## src/rtl/gbd_pkg.sv

```systemverilog
// Shared types and helpers for the thread-block work distributor.
package gbd_pkg;

    // Run state of the launch controller.
    typedef enum logic {
        GBD_IDLE = 1'b0,
        GBD_RUN  = 1'b1
    } gbd_state_e;

    // Number of whole warps needed to hold a given thread count.
    function automatic int unsigned warps_for(input int unsigned threads,
                                              input int unsigned wsz);
        return (threads + wsz - 1) / wsz;
    endfunction

endpackage

```

## src/rtl/gbd_launch_ctrl.sv

```systemverilog
// Launch controller.
// Validates a launch, latches the grid and block shape, and walks the block
// coordinates in linear order as blocks are accepted. It counts blocks that are
// resident in slots and signals grid completion.
// Assumes: a launch is presented only while launch_ready is high; retire_cnt
// never exceeds the number of resident blocks.
module gbd_launch_ctrl
    import gbd_pkg::*;
#(
    parameter int GRID_DIM_W      = 8,
    parameter int BLK_DIM_W       = 10,
    parameter int MAX_BLK_THREADS = 512,
    parameter int WARP_SIZE       = 32,
    parameter int WCNT_W          = 5,
    parameter int CNT_W           = 3,
    parameter int OUT_W           = 7,
    localparam int BID_W          = 3 * GRID_DIM_W,
    localparam int PROD_W         = 3 * BLK_DIM_W,
    localparam int THR_W          = $clog2(MAX_BLK_THREADS + 1)
) (
    input  logic                  clk,
    input  logic                  rst_n,
    input  logic                  launch_valid,
    input  logic [GRID_DIM_W-1:0] grid_x,
    input  logic [GRID_DIM_W-1:0] grid_y,
    input  logic [GRID_DIM_W-1:0] grid_z,
    input  logic [BLK_DIM_W-1:0]  blk_x,
    input  logic [BLK_DIM_W-1:0]  blk_y,
    input  logic [BLK_DIM_W-1:0]  blk_z,
    input  logic                  accept,
    input  logic [CNT_W-1:0]      retire_cnt,
    output logic                  launch_ready,
    output logic                  launch_reject,
    output logic                  pending,
    output logic [BID_W-1:0]      cur_id,
    output logic [GRID_DIM_W-1:0] cur_x,
    output logic [GRID_DIM_W-1:0] cur_y,
    output logic [GRID_DIM_W-1:0] cur_z,
    output logic [THR_W-1:0]      blk_threads,
    output logic [WCNT_W-1:0]     blk_warps,
    output logic                  grid_done
);

    gbd_state_e            state_q;
    logic [GRID_DIM_W-1:0] lim_x, lim_y, lim_z;
    logic [BID_W-1:0]      total_q;
    logic [OUT_W-1:0]      resident_q;
    logic [OUT_W-1:0]      resident_nxt;
    logic [BID_W-1:0]      issued_nxt;
    logic [PROD_W-1:0]     req_threads;
    logic [BID_W-1:0]      req_total;
    logic                  req_ok;

    // Shape arithmetic of the presented launch.
    always_comb begin
        req_threads = PROD_W'(blk_x) * PROD_W'(blk_y) * PROD_W'(blk_z);
        req_total   = BID_W'(grid_x) * BID_W'(grid_y) * BID_W'(grid_z);
        req_ok      = (req_threads != '0)
                   && (req_threads <= PROD_W'(MAX_BLK_THREADS))
                   && (grid_x != '0) && (grid_y != '0) && (grid_z != '0);
    end

    // Resident-block count and issue count after this cycle.
    always_comb begin
        resident_nxt = resident_q + OUT_W'(accept) - OUT_W'(retire_cnt);
        issued_nxt   = accept ? (cur_id + BID_W'(1)) : cur_id;
    end

    assign launch_ready = (state_q == GBD_IDLE);
    assign pending      = (state_q == GBD_RUN) && (cur_id != total_q);

    // Launch acceptance, coordinate walk and grid completion.
    always_ff @(posedge clk) begin
        if (!rst_n) begin
            state_q       <= GBD_IDLE;
            lim_x         <= '0;
            lim_y         <= '0;
            lim_z         <= '0;
            total_q       <= '0;
            cur_id        <= '0;
            cur_x         <= '0;
            cur_y         <= '0;
            cur_z         <= '0;
            blk_threads   <= '0;
            blk_warps     <= '0;
            resident_q    <= '0;
            launch_reject <= 1'b0;
            grid_done     <= 1'b0;
        end else begin
            launch_reject <= 1'b0;
            grid_done     <= 1'b0;
            resident_q    <= resident_nxt;
            case (state_q)
                GBD_IDLE: begin
                    if (launch_valid) begin
                        if (req_ok) begin
                            state_q     <= GBD_RUN;
                            lim_x       <= grid_x;
                            lim_y       <= grid_y;
                            lim_z       <= grid_z;
                            total_q     <= req_total;
                            cur_id      <= '0;
                            cur_x       <= '0;
                            cur_y       <= '0;
                            cur_z       <= '0;
                            blk_threads <= THR_W'(req_threads);
                            blk_warps   <= WCNT_W'(warps_for(32'(req_threads), WARP_SIZE));
                        end else begin
                            launch_reject <= 1'b1;
                        end
                    end
                end
                default: begin
                    if (accept) begin
                        cur_id <= issued_nxt;
                        if (cur_x == lim_x - GRID_DIM_W'(1)) begin
                            cur_x <= '0;
                            if (cur_y == lim_y - GRID_DIM_W'(1)) begin
                                cur_y <= '0;
                                cur_z <= cur_z + GRID_DIM_W'(1);
                            end else begin
                                cur_y <= cur_y + GRID_DIM_W'(1);
                            end
                        end else begin
                            cur_x <= cur_x + GRID_DIM_W'(1);
                        end
                    end
                    if ((issued_nxt == total_q) && (resident_nxt == '0)) begin
                        grid_done <= 1'b1;
                        state_q   <= GBD_IDLE;
                    end
                end
            endcase
        end
    end

endmodule

```

## src/rtl/gbd_slot_ledger.sv

```systemverilog
// Slot capacity ledger.
// Keeps the free warp count of every slot. It subtracts a block's warps when
// the block is accepted and adds back returned warps on a completion pulse, in
// the same edge. It flags the slots that can hold the pending block.
// Assumes: completion pulses return only warps actually held by the slot.
module gbd_slot_ledger #(
    parameter int NUM_SLOTS  = 4,
    parameter int SLOT_WARPS = 24,
    parameter int WCNT_W     = 5
) (
    input  logic                        clk,
    input  logic                        rst_n,
    input  logic [NUM_SLOTS-1:0]        take,
    input  logic [WCNT_W-1:0]           take_warps,
    input  logic [NUM_SLOTS-1:0]        ret_pulse,
    input  logic [NUM_SLOTS*WCNT_W-1:0] ret_warps,
    input  logic [WCNT_W-1:0]           need,
    output logic [NUM_SLOTS*WCNT_W-1:0] free_flat,
    output logic [NUM_SLOTS-1:0]        fit
);

    for (genvar s = 0; s < NUM_SLOTS; s++) begin : g_slot
        logic [WCNT_W-1:0] free_q;
        logic [WCNT_W-1:0] ret_w;
        logic [WCNT_W-1:0] take_w;

        assign ret_w  = ret_pulse[s] ? ret_warps[s*WCNT_W +: WCNT_W] : '0;
        assign take_w = take[s] ? take_warps : '0;

        // Per-slot free warp register with simultaneous take and return.
        always_ff @(posedge clk) begin
            if (!rst_n) begin
                free_q <= WCNT_W'(SLOT_WARPS);
            end else begin
                free_q <= free_q - take_w + ret_w;
            end
        end

        assign free_flat[s*WCNT_W +: WCNT_W] = free_q;
        assign fit[s] = (free_q >= need);
    end

endmodule

```

## src/rtl/gbd_slot_pick.sv

```systemverilog
// Round-robin slot picker and offer register.
// When a block is pending and no offer is open, it picks the first slot with
// room, searching from the round-robin pointer. It then holds a one-hot offer
// to that slot until the slot accepts.
// Assumes: the slot's room can only grow while the offer is open, because only
// this offer consumes capacity.
module gbd_slot_pick #(
    parameter int NUM_SLOTS = 4,
    localparam int IDX_W    = (NUM_SLOTS > 1) ? $clog2(NUM_SLOTS) : 1
) (
    input  logic                 clk,
    input  logic                 rst_n,
    input  logic                 pending,
    input  logic [NUM_SLOTS-1:0] fit,
    input  logic [NUM_SLOTS-1:0] slot_ready,
    output logic [NUM_SLOTS-1:0] offer_vec,
    output logic                 accept
);

    logic [IDX_W-1:0] rr_q;
    logic [IDX_W-1:0] offer_slot;
    logic             offer_q;
    logic             pick_found;
    logic [IDX_W-1:0] pick_slot;
    logic [IDX_W-1:0] rr_after;
    int               cand;
    int               nx;

    // First fitting slot at or after the pointer, with wrap-around.
    always_comb begin
        pick_found = 1'b0;
        pick_slot  = '0;
        cand       = 0;
        for (int k = 0; k < NUM_SLOTS; k++) begin
            cand = int'(rr_q) + k;
            if (cand >= NUM_SLOTS) cand = cand - NUM_SLOTS;
            if (!pick_found && fit[IDX_W'(cand)]) begin
                pick_found = 1'b1;
                pick_slot  = IDX_W'(cand);
            end
        end
    end

    // Pointer value after taking the picked slot.
    always_comb begin
        nx       = int'(pick_slot) + 1;
        rr_after = (nx >= NUM_SLOTS) ? '0 : IDX_W'(nx);
    end

    assign accept = offer_q && slot_ready[offer_slot];

    for (genvar s = 0; s < NUM_SLOTS; s++) begin : g_vec
        assign offer_vec[s] = offer_q && (offer_slot == IDX_W'(s));
    end

    // Open, hold and close the single outstanding offer.
    always_ff @(posedge clk) begin
        if (!rst_n) begin
            rr_q       <= '0;
            offer_slot <= '0;
            offer_q    <= 1'b0;
        end else if (!offer_q) begin
            if (pending && pick_found) begin
                offer_q    <= 1'b1;
                offer_slot <= pick_slot;
                rr_q       <= rr_after;
            end
        end else if (accept) begin
            offer_q <= 1'b0;
        end
    end

endmodule

```

## src/rtl/grid_block_distributor.sv

```systemverilog
// Thread-block work distributor top.
// Accepts one grid launch at a time and offers its blocks, in linear order, to
// slots with enough free warp capacity. Capacity is credited back on
// completion pulses, and a one-cycle done pulse follows the grid's last
// retirement.
// Assumes: each slot pulses completion only for blocks it holds, with the
// block's own warp count.
module grid_block_distributor
    import gbd_pkg::*;
#(
    parameter int NUM_SLOTS       = 4,
    parameter int GRID_DIM_W      = 8,
    parameter int BLK_DIM_W       = 10,
    parameter int MAX_BLK_THREADS = 512,
    parameter int SLOT_THREADS    = 768,
    parameter int WARP_SIZE       = 32,
    localparam int SLOT_WARPS     = SLOT_THREADS / WARP_SIZE,
    localparam int WCNT_W         = $clog2(SLOT_WARPS + 1),
    localparam int THR_W          = $clog2(MAX_BLK_THREADS + 1),
    localparam int BID_W          = 3 * GRID_DIM_W,
    localparam int CNT_W          = $clog2(NUM_SLOTS + 1),
    localparam int OUT_W          = $clog2(NUM_SLOTS * SLOT_WARPS + 1)
) (
    input  logic                        clk,
    input  logic                        rst_n,
    input  logic                        launch_valid,
    output logic                        launch_ready,
    input  logic [GRID_DIM_W-1:0]       grid_x,
    input  logic [GRID_DIM_W-1:0]       grid_y,
    input  logic [GRID_DIM_W-1:0]       grid_z,
    input  logic [BLK_DIM_W-1:0]        blk_x,
    input  logic [BLK_DIM_W-1:0]        blk_y,
    input  logic [BLK_DIM_W-1:0]        blk_z,
    output logic                        launch_reject,
    output logic [NUM_SLOTS-1:0]        disp_valid,
    input  logic [NUM_SLOTS-1:0]        disp_ready,
    output logic [BID_W-1:0]            disp_block_id,
    output logic [GRID_DIM_W-1:0]       disp_x,
    output logic [GRID_DIM_W-1:0]       disp_y,
    output logic [GRID_DIM_W-1:0]       disp_z,
    output logic [THR_W-1:0]            disp_threads,
    output logic [WCNT_W-1:0]           disp_warps,
    input  logic [NUM_SLOTS-1:0]        retire_pulse,
    input  logic [NUM_SLOTS*WCNT_W-1:0] retire_warps,
    output logic                        grid_done
);

    logic                        pending;
    logic                        offer_accept;
    logic [NUM_SLOTS-1:0]        slot_fit;
    logic [NUM_SLOTS-1:0]        slot_take;
    logic [NUM_SLOTS*WCNT_W-1:0] slot_free_flat;
    logic [CNT_W-1:0]            retire_cnt;

    // Number of slots retiring a block this cycle.
    always_comb begin
        retire_cnt = '0;
        for (int s = 0; s < NUM_SLOTS; s++) begin
            retire_cnt = retire_cnt + CNT_W'(retire_pulse[s]);
        end
    end

    assign slot_take = offer_accept ? disp_valid : '0;

    gbd_launch_ctrl #(
        .GRID_DIM_W      (GRID_DIM_W),
        .BLK_DIM_W       (BLK_DIM_W),
        .MAX_BLK_THREADS (MAX_BLK_THREADS),
        .WARP_SIZE       (WARP_SIZE),
        .WCNT_W          (WCNT_W),
        .CNT_W           (CNT_W),
        .OUT_W           (OUT_W)
    ) ctrl_i (
        .clk           (clk),
        .rst_n         (rst_n),
        .launch_valid  (launch_valid),
        .grid_x        (grid_x),
        .grid_y        (grid_y),
        .grid_z        (grid_z),
        .blk_x         (blk_x),
        .blk_y         (blk_y),
        .blk_z         (blk_z),
        .accept        (offer_accept),
        .retire_cnt    (retire_cnt),
        .launch_ready  (launch_ready),
        .launch_reject (launch_reject),
        .pending       (pending),
        .cur_id        (disp_block_id),
        .cur_x         (disp_x),
        .cur_y         (disp_y),
        .cur_z         (disp_z),
        .blk_threads   (disp_threads),
        .blk_warps     (disp_warps),
        .grid_done     (grid_done)
    );

    gbd_slot_ledger #(
        .NUM_SLOTS  (NUM_SLOTS),
        .SLOT_WARPS (SLOT_WARPS),
        .WCNT_W     (WCNT_W)
    ) ledger_i (
        .clk        (clk),
        .rst_n      (rst_n),
        .take       (slot_take),
        .take_warps (disp_warps),
        .ret_pulse  (retire_pulse),
        .ret_warps  (retire_warps),
        .need       (disp_warps),
        .free_flat  (slot_free_flat),
        .fit        (slot_fit)
    );

    gbd_slot_pick #(
        .NUM_SLOTS (NUM_SLOTS)
    ) pick_i (
        .clk        (clk),
        .rst_n      (rst_n),
        .pending    (pending),
        .fit        (slot_fit),
        .slot_ready (disp_ready),
        .offer_vec  (disp_valid),
        .accept     (offer_accept)
    );

endmodule

```

## config.mk

```make
export PLATFORM = sky130hd
export DESIGN_NAME = grid_block_distributor
export DESIGN_NICKNAME = d
export VERILOG_FILES = /design/src/rtl/gbd_pkg.sv /design/src/rtl/gbd_launch_ctrl.sv /design/src/rtl/gbd_slot_ledger.sv /design/src/rtl/gbd_slot_pick.sv /design/src/rtl/grid_block_distributor.sv
export SDC_FILE = /design/constraint.sdc
export NUM_CORES = 1
export LEC_CHECK = 0
export BUFFER_PORTS_ARGS = -buffer_cell sky130_fd_sc_hd__clkbuf_2
export CAP_MARGIN = 20
export CORE_AREA = 10 10 250 252
export CTS_BUF_LIST = sky130_fd_sc_hd__clkbuf_4
export DETAILED_ROUTE_END_ITERATION = 16
export DIE_AREA = 0 0 260 262
export SLEW_MARGIN = 20
export SYNTH_ARGS = -nofsm -noshare
export SYNTH_HDL_FRONTEND = slang
export SYNTH_SLANG_ARGS = --single-unit
```

## constraint.sdc

```tcl
create_clock -name clk -period 14.14 [get_ports clk]
set_input_delay 0.707 -clock clk [delete_from_list [all_inputs] [get_ports clk]]
set_output_delay 0.707 -clock clk [all_outputs]
set_load 0.005 [all_outputs]
```

# ---- Word-level counts from Yosys, hierarchy flattened
# Index checks and enable logic that the tools add are counted.
dict set report totals {
  register_bits 138
  output_inout_bits 70
  wordCells 178
}
dict set report op_classes {
  n_reduce_logical 33
  eq_ne 10
  bitwise_logic 4
  n_mul 4
  muxes 63
  n_lt_le_gt_ge 15
  add_sub_neg 29
}
# cell count
set ops {}
lappend ops {{two-way mux 24 bit} 5}
lappend ops {{two-way mux 8 bit} 13}
lappend ops {{two-way mux 5 bit} 8}
lappend ops {{>= comparator 32 x 4 -> 1 bit, second input constant} 1}
lappend ops {{<= comparator 30 x 10 -> 1 bit, second input constant} 1}
lappend ops {{multiplier 20 x 10 -> 30 bit} 1}
lappend ops {{nonzero test 30 bit} 1}
lappend ops {{adder 24 x 1 -> 24 bit, second input constant} 1}
lappend ops {{adder 8 x 1 -> 8 bit, second input constant} 3}
lappend ops {{equality test 24 bit} 1}
lappend ops {{multiplier 16 x 8 -> 24 bit} 1}
lappend ops {{inequality test 24 bit} 1}
lappend ops {{nonzero test 8 bit} 3}
lappend ops {{two-way mux 1 bit} 22}
lappend ops {{adder 5 bit} 4}
lappend ops {{>= comparator 5 bit} 4}
lappend ops {{multiplier 10 x 10 -> 20 bit} 1}
lappend ops {{subtractor 5 bit} 4}
lappend ops {{two-way mux 2 bit} 9}
lappend ops {{equality test 8 bit} 2}
lappend ops {{< comparator 2 x 4 -> 1 bit, second input constant} 4}
lappend ops {{multiplier 8 x 8 -> 16 bit} 1}
lappend ops {{subtractor 8 x 1 -> 8 bit, second input constant} 2}
lappend ops {{logical AND 1 bit} 15}
lappend ops {{29 further kinds} 50}

# ---- Logic depth before layout (Yosys ltp)
# Gate-level depths: netlist of the first run.
dict set report logic_depth {
  depth_word 18
  depth_mapped 42
}

# ---- Modules after synthesis
# Synthesis of the first run repeated with hierarchy kept, for this count alone.
dict set report hier_totals {
  hier_cells 2925
  area_unflattened_um2 24720.0
}
# mod area_each_um2 cells_per_inst seq_area_each_um2 n_inst
set modules_own_cells {}
lappend modules_own_cells {gbd_launch_ctrl 22033.6 2605 2262.2 1}
lappend modules_own_cells {gbd_slot_ledger 2197.1 258 400.4 1}
lappend modules_own_cells {gbd_slot_pick 400.4 50 100.1 1}
lappend modules_own_cells {grid_block_distributor 88.8 12 0.0 1}

# ---- Worst setup path before layout of the first run
# Ideal clock, no wire load.
dict set report synth_timing {
  kind {in2reg}
  startpoint {input port blk_x[5]}
  endpoint {register ctrl_i.cur_y[6]}
  arrival_ns 10.920
  setup_time_ns 0.071
  slack_ns 3.150
  path_stages 38
  cell_sequence {clkbuf_1 > nand2_1 > fa_1 > fa_1 > inv_1 > ha_1 > inv_1 > fa_1 > fa_1 > inv_1 > ha_1 > a21boi_0 > o21ai_0 > a21boi_0 > o21ai_0 > a21o_1 > a31oi_1 > mux2_2 > (+2 left out) > inv_1 > fa_1 > fa_1 > fa_1 > inv_1 > fa_1 > ha_1 > clkbuf_1 > a22o_1 > or4_1 > nor4b_2 > nand4_1 > a2111oi_2 > and4_1 > a31oi_1 > buf_2 > or4_1 > a21oi_1}
}
dict set report synth_via {
  elab_chain_len 9
}
# element line
set synth_rtl {}
lappend synth_rtl {{from (decl)} grid_block_distributor.sv:31} ;# input logic [BLK_DIM_W-1:0] blk_x,
lappend synth_rtl {{multiplier 10 x 10 -> 20 bit *} gbd_launch_ctrl.sv:56} ;# req_threads = PROD_W'(blk_x) * PROD_W'(blk_y) * PROD_W'(blk_z);
lappend synth_rtl {{multiplier 20 x 10 -> 30 bit *} gbd_launch_ctrl.sv:56}
lappend synth_rtl {{<= comparator 30 x 10 -> 1 bit / nonzero test 30 bit (equally long branches)} {gbd_launch_ctrl.sv:59, gbd_launch_ctrl.sv:58}}
lappend synth_rtl {{logical AND 1 bit *} gbd_launch_ctrl.sv:59} ;# && (req_threads <= PROD_W'(MAX_BLK_THREADS))
lappend synth_rtl {{logical AND 1 bit * (3 in series)} gbd_launch_ctrl.sv:60} ;# && (grid_x != '0) && (grid_y != '0) && (grid_z != '0);
lappend synth_rtl {{nonzero test 2 bit (no line) *} --}
lappend synth_rtl {{AND reduction 4 bit (no line) *} --}
lappend synth_rtl {{to (signal assigned)} gbd_launch_ctrl.sv:122} ;# cur_y <= cur_y + GRID_DIM_W'(1);
lappend synth_rtl {{to (decl)} gbd_launch_ctrl.sv:37} ;# output logic [GRID_DIM_W-1:0] cur_y,
# Every way passes the cells marked *; elsewhere a longest branch is shown, timed or not.
# A chain may end at the register's enable or synchronous reset.

# ---- Final worst setup path of the first run
dict set report layout_timing {
  startpoint {input port blk_x[4]}
  endpoint {register ctrl_i.cur_x[2]}
}
dict set report layout_via {
  elab_chain_len 9
}
# element line
set layout_rtl {}
lappend layout_rtl {{multiplier 10 x 10 -> 20 bit *} gbd_launch_ctrl.sv:56}
lappend layout_rtl {{multiplier 20 x 10 -> 30 bit *} gbd_launch_ctrl.sv:56}
lappend layout_rtl {{<= comparator 30 x 10 -> 1 bit / nonzero test 30 bit (equally long branches)} {gbd_launch_ctrl.sv:59, gbd_launch_ctrl.sv:58}}
lappend layout_rtl {{logical AND 1 bit *} gbd_launch_ctrl.sv:59}
lappend layout_rtl {{logical AND 1 bit * (3 in series)} gbd_launch_ctrl.sv:60}
lappend layout_rtl {{nonzero test 2 bit (no line) *} --}
lappend layout_rtl {{AND reduction 3 bit (no line) *} --}
lappend layout_rtl {{to (signal assigned)} gbd_launch_ctrl.sv:125} ;# cur_x <= cur_x + GRID_DIM_W'(1);
lappend layout_rtl {{to (decl)} gbd_launch_ctrl.sv:36} ;# output logic [GRID_DIM_W-1:0] cur_x,
# Marks and branches as above.

==> flow_summary.ini, run 1 <==
[drt]
vias = 21540
top_layer_used = met5
drc_errors = 0
wl_per_cell_um = 17.4
wl_met2_um = 34700
via_per_inst = 5.54
drt_wl_total_um = 67800
drtPass1Iterations = 8
dr_wl_met3_um = 2640
wl_met1_um = 29200
drtAntennaViolNets = 0
first_iter_violations = 1178

[synth]
ys_types = 86
synth_seq_cells = 138
synth_top_area_share_pct = 27.0
yosys_warnings = 0
synth.avg_cell_area_um2 = 8.34
synthFlopType = dfxtp_1
netlist_instances = 3071
syn_nets = 3754
seq_area_frac_synth_pct = 10.8
ys_top_cells_by_area = fa_1 27%, ha_1 12%, dfxtp_1 11%
async_reset_ff_share_pct = 0
synth_top_cell_by_area = fa_1
synth_edf_count = 0
syn_area_mm2 = 0.0256

[clocking]
postCtsSetupBuffers = 0
cts-resized-gates = 0
cts_buffer_depth = 2
clk_latency_ps = 590
clock_sinks = 138
clk_pin_slew_ps = 120
cts_root_buffer = clkbuf_4
hold_buffers = 0
cts_tree = done
cts_inserted_buffers = 17
h-tree-depth = 4

[setup_path]
end_kind = register
cp_slowest_cell = and4_4
worstPathMaxFanout = 75
crit_required_ps = 14630
max_stage_delay_ps = 890
crit_type = primary input to register
critPathLaunchType = primary input
arrival_ps = 12710
path_common_cell = fa_1

[job]
drv_cap = 0

[grt]
grt_pass1_wl_um = 113000
grt_pass1_vias = 22390
antenna_found_initial = 3
grt.overflow.total = 0
grt_max_degree = 76
grt_usage_pct = 20.2

[timing]
fin_tns_setup_ps = 0
rsz0062_at_grt = false
setup_violations = 0
fin_skew_ps = 19.0
setup_slack_ps = 1910
period_needed_ps = 12230
fin_crit_sh_pct = 86.5
finalHoldViolCount = 0
worst_pin_slew_ps = 1110
max-slew-margin-rel_pct = 25.5
drv_slew = 0
fmax_ghz = 0.0818

[cells_and_area]
drive_above_1_share_pct = 8.11
fin_cells = 3889
syn2layout_area_growth_pct = 5.77
nets = 3789

[floorplan]
core_mm2 = 0.0574
die_w_um = 260
num_rows = 88
die_area_mm2 = 0.0681
io_pins = 155
die_height_um = 262
start_util_pct = 44.6

[run_status]
status = finished, final reports clean

[place]
place_inst = 3852
dp_slack_ps = 1470
dpl.hpwl_um = 54500
port_buffers = 154
place.gp.congestion = 0.889

[min_path]
hold_path.class = register to register
## layout make-up
class	instances	area, um^2
Clock buffer	18	135
Antenna cell	6	15.0
Fill cell	5592	30300
Inverter	445	1670
Sequential cell	138	2760
Multi-Input combinational cell	2342	20600
Tap cell	765	957
Timing Repair Buffer	162	831
Clock inverter	13	105
## per-layer routing
metal	track usage, %	vias up
li1	-	10217
met1	25.5	10770
met2	35.8	475
met3	2.68	76
met4	4.68	2
met5	0	-
## kinds of logic after synthesis
group           synth area share [%]
xor+xnor                        4.93
buf+inv                         8.84
mux                             1.58
fa+ha+maj                       39.3
flops                           10.8
simple gates                    22.2
compound gates                  12.3
## flip-flops by register name (all words and copies together), names as in the netlist, named ones only
register / count
ctrl_i.total_q: 24
ctrl_i.cur_id: 24
ctrl_i.blk_threads: 10
ctrl_i.blk_warps: 5
ctrl_i.launch_reject: 1
ctrl_i.cur_z: 8
pick_i.offer_q: 1
ctrl_i.cur_x: 8
ctrl_i.lim_y: 8
ctrl_i.cur_y: 8
ctrl_i.lim_x: 8
ctrl_i.resident_q: 7
ctrl_i.grid_done: 1
pick_i.offer_slot: 2
pick_i.rr_q: 1
ctrl_i.state_q: 1
ledger_i.g_slot.free_q: 20
## path summary, 6_finish.rpt
check / slack, ps / from / end / depth (start not counted)
hold / removal: 480 / ctrl_i.total_q[19] / ctrl_i.total_q[19] / 2
setup reg to reg: 7570 / pick_i.offer_slot[0] / ctrl_i.state_q / 22
hold reg to reg: 480 / ctrl_i.total_q[19] / ctrl_i.total_q[19] / 2
setup / recovery: 1910 / blk_x[4] / ctrl_i.cur_x[2] / 38
## worst max-delay path, delay by kind of cell
| kind | cells | cell delay, ps |
|---|---|---|
| fa+ha+maj | 12 | 5370 |
| compound gates | 11 | 3360 |
| simple gates | 7 | 2380 |
| buf+inv | 7 | 550 |
| mux | 1 | 320 |
## synth_stat cells (61+ instances only)
cell type	instances
and2_1	229
xor2_1	61
a21oi_1	135
nand2_1	383
inv_1	444
clkbuf_1	115
ha_1	253
nor2_1	114
o21ai_0	74
xnor2_1	83
dfxtp_1	138
fa_1	345
## cell usage in the layout (no fill, tap or decap), types with 12 or more instances in the layout
cell	netlist	routed
nor2_1	114	114
xor2_1	61	61
o2111ai_1	15	15
xnor2_1	83	82
nor3_1	57	57
inv_1	444	443
nor4_1	18	18
nand2b_1	19	19
mux2i_1	27	27
nor4b_1	19	19
nor2b_1	17	17
a2111oi_0	15	14
nand4_1	23	23
nor3b_1	16	16
clkbuf_2	4	154
a211oi_1	26	26
o21a_1	19	19
nand2_1	383	383
o21ai_0	74	74
a31o_2	13	13
a31oi_1	16	15
and3_1	53	53
a21oi_1	135	135
and2_1	229	229
and4_1	14	13
a21boi_0	20	20
clkbuf_4	0	18
nand3_1	59	59
fa_1	345	345
ha_1	253	253
a21o_1	44	44
nand3b_1	12	12
dfxtp_1	138	138
## stage by stage
step                      util [%]  hold slack [ps]  instance area (um^2)
after global placement        46.7              459                 26800
after global routing          47.2              499                 27100
after detailed placement      46.7              461                 26800
final                         47.2              478                 27100
after CTS                     47.2              478                 27100
after floorplan                  -              444                 25600
Power of run 1 is left out: the tool's default activity adds up to more than one toggle a clock period on the data nets, which glitch-free logic cannot reach.
==> run 2, diff against run 1 <==
BUFFER_PORTS_ARGS = -buffer_cell sky130_fd_sc_hd__buf_2   (was -buffer_cell sky130_fd_sc_hd__clkbuf_2)
SKIP_CTS_REPAIR_TIMING = 1   (was not set)
TNS_END_PERCENT = 5   (was not set)
==> flow_summary.ini, run 2 (synthesis results as in run 1) <==
[drt]
drtPass1Iterations = 7
drc_errors = 0
wl_per_cell_um = 17.4
vias = 21531
drt_wl_total_um = 67700
drtAntennaViolNets = 0
via_per_inst = 5.54
first_iter_violations = 1222

[clocking]
cts_tree = done
cts_buffer_depth = 2
clk_latency_ps = 620
clock_sinks = 138
cts_inserted_buffers = 17
clk_pin_slew_ps = 130
cts_root_buffer = clkbuf_4
h-tree-depth = 4

[timing]
setup_slack_ps = 2180
period_needed_ps = 11960
worst_pin_slew_ps = 1070
fin_crit_sh_pct = 84.6
max-slew-margin-rel_pct = 28.2
fin_tns_setup_ps = 0
fin_skew_ps = 22.6
rsz0062_at_grt = false
finalHoldViolCount = 0
fmax_ghz = 0.0836
drv_slew = 0
setup_violations = 0

[cells_and_area]
reg_top3 = ctrl_i.cur_id (24), ctrl_i.total_q (24), ledger_i.g_slot.free_q (20)
nets = 3790
syn2layout_area_growth_pct = 6.34
drive_above_1_share_pct = 8.24
layout_commonest_cell = inv_1
layout_common_cells = 443 x inv_1, 383 x nand2_1, 345 x fa_1

[run_status]
status = finished, final reports clean

[setup_path]
critPathLaunchType = primary input
cp_slowest_cell = a211oi_1
crit_required_ps = 14680
path_common_cell = fa_1
reg2reg_to = ctrl_i.state_q
r2r_cells = 22
worstPathMaxFanout = 66
arrival_ps = 12510
end_kind = register
max_stage_delay_ps = 860
ff2ff_setup_slack_ps = 7590
r2r-start = pick_i.offer_slot[0]
crit_type = primary input to register

[floorplan]
io_pins = 155
start_util_pct = 44.6
core_mm2 = 0.0574
die_area_mm2 = 0.0681
die_height_um = 262
num_rows = 88
die_w_um = 260

[grt]
grt.overflow.total = 0
grt_pass1_vias = 22116
antenna_found_initial = 5
grt_pass1_wl_um = 113000
grt_usage_pct = 20.1
grt_max_degree = 75

[place]
place.gp.congestion = 0.890
dpl.hpwl_um = 54500
port_buffers = 154
dp_slack_ps = 1610

[min_path]
min_from = grid_y[1]
hold_path.class = primary input to register
hold_end = ctrl_i.lim_y[1]
holdPathStages = 3

[job]
drv_cap = 0
## run 2: changes by cell type in the layout (fill, tap and decap cells not counted), moves of 2 or more
cell        previous run  this run
diode_2                6         1
clkbuf_2             154         0
buf_2                  0       154
inv_8                  0         2
clkinvlp_4             4         0
bufinv_16              1         6
inv_6                  1         3
clkinv_2               4         0
clkinv_4               1         3
## run 2: critical path: cells and delay by family
kind	cells	cell delay (ps)
AO/OA/AOI/OAI	10	3130
buffers and inverters	7	750
adder cells (fa/ha/maj)	12	5510
AND/OR/NAND/NOR	8	2370
## run 2: how the worst max path moves through the flow
stage,startpoint,end,slack (ps),cells past startpoint
6_report,blk_x[5],ctrl_i.total_q[0],2180,37
5_1_grt,blk_x[5],ctrl_i.total_q[0],1500,37
4_1_cts,blk_x[5],ctrl_i.cur_x[2],2280,37
3_5_place_dp,blk_x[5],ctrl_i.cur_x[2],1610,37
3_3_place_gp,blk_x[5],ctrl_i.cur_x[2],1780,37
2_1_floorplan,blk_x[5],ctrl_i.cur_y[6],3150,38
## run 2: routing by layer
metal	vias up	GRT usage, %	routed length (um)
met5	-	0	12
met2	502	36.0	34800
li1	10208	-	-
met4	2	3.85	799
met3	61	1.81	2680
met1	10758	26.0	29400
## run 2: area by class of cell
cell class,instances,area [um^2]
inverters,445,1670
diodes,1,2.50
clock inverters,15,259
well taps,765,957
flip-flops and latches,138,2760
fillers,5586,30100
clock buffers,17,128
repair buffers,163,838
multi-input cells,2342,20600
## run 2: per-stage QoR
step           utilization (%)  hold WS (ps)  cell area, um^2  instances
6_report                  47.5           475            27200       3886
5_1_grt                   47.5           442            27200       3886
4_1_cts                   47.4           431            27200       3885
3_5_place_dp              46.8           461            26800       3853
3_3_place_gp              46.8           461            26800       3853
2_1_floorplan                -           444            25600       3071
Power of run 2 is left out for the same reason.
==> run 3, diff against run 2 <==
clock period = 10.28 ns   (was 14.14 ns; I/O delays follow)
==> flow_summary.ini, run 3 (synthesis results as in run 1) <==
[run_status]
status = finished, final reports clean

[drt]
wl_per_cell_um = 17.2
vias = 22269
first_iter_violations = 1177
via_per_inst = 5.44
drtPass1Iterations = 5
drt_wl_total_um = 70500
drc_errors = 0
drtAntennaViolNets = 0

[cells_and_area]
drive_above_1_share_pct = 16.0
layout_common_cells = 439 x inv_1, 378 x nand2_1, 341 x fa_1
nFillCells = 5549
multi_input_area_mm2 = 0.0211
layout_commonest_cell = inv_1
reg_top3 = ctrl_i.cur_id (24), ctrl_i.total_q (24), ledger_i.g_slot.free_q (20)
syn2layout_area_growth_pct = 15.0
nets = 4000
seq_area_mm2 = 0.00276

[min_path]
hold_path.class = primary input to register

[job]
drv_cap = 0

[floorplan]
start_util_pct = 44.6
die_area_mm2 = 0.0681
num_rows = 88
io_pins = 155
core_mm2 = 0.0574
die_height_um = 262
die_w_um = 260

[grt]
antenna_found_initial = 1
grt_usage_pct = 20.7
grt_pass1_vias = 23093
grt_pass1_wl_um = 117000
grt_max_degree = 54
grt.overflow.total = 0

[place]
dp_slack_ps = -646
port_buffers = 154
place.gp.congestion = 0.904
dpl.hpwl_um = 57300

[setup_path]
path_common_cell = fa_1
worstPathMaxFanout = 7
crit_required_ps = 10810
end_kind = register
max_stage_delay_ps = 540
arrival_ps = 10570
cp_slowest_cell = fa_1
critPathLaunchType = primary input
crit_type = primary input to register

[clocking]
cts_root_buffer = clkbuf_4
clk_latency_ps = 590
clock_sinks = 138
h-tree-depth = 4
clk_pin_slew_ps = 130
cts_buffer_depth = 2
cts_tree = done
cts_inserted_buffers = 17

[timing]
setup_violations = 0
finalHoldViolCount = 0
worst_pin_slew_ps = 923
max-slew-margin-rel_pct = 38.0
fin_skew_ps = 27.7
setup_slack_ps = 240
fmax_ghz = 0.0996
period_needed_ps = 10040
drv_slew = 0
fin_crit_sh_pct = 97.7
==> run 3: through the flow <==
step	TNS, ps	hold slack [ps]	instance area, um^2	std cells	utilization [%]
after floorplan	0	444	25700	3071	-
after global placement	-36260	461	28500	4052	49.7
after detailed placement	-50420	465	28500	4052	49.7
after CTS	-178	279	28800	4084	50.2
after global routing	-295	278	29400	4096	51.3
final	0	325	29400	4097	51.3
==> run 3: critical path, delay by kind of cell <==
kind	cells	cell delay, ps
AOI/OAI and AO/OA	8	1590
adders and majority gates	12	5550
buffers and inverters	8	910
and+or+nand+nor	7	1970
==> run 3: final timing paths <==
kind	to	startpoint	cells after the start	slack (ps)
worst max-delay path	ctrl_i.cur_y[2]	blk_x[4]	35	240
worst min-delay path	ctrl_i.lim_x[4]	grid_x[4]	3	330
worst max register to register	ctrl_i.state_q	pick_i.offer_slot[0]	22	3730
worst min register to register	ctrl_i.total_q[10]	ctrl_i.total_q[10]	2	480
==> run 3: layout make-up <==
class                      count  share of cell area (%)
multi-input combinational   2342                    71.7
sequential                   138                    9.39
timing repair buffer         373                    8.95
inverter                     445                    5.68
tap                          765                    3.25
clock inverter                14                   0.582
clock buffer                  18                   0.459
antenna                        2                  0.0170
==> run 3: layer usage <==
metal	GRT usage [%]	share of wire, %	up-vias
met4	3.93	1.4	0
met3	2.33	3.8	67
li1	-	-	10638
met5	0	0	-
met2	36.2	50	456
met1	27.4	45	11108
Power of run 3 is left out for the same reason.
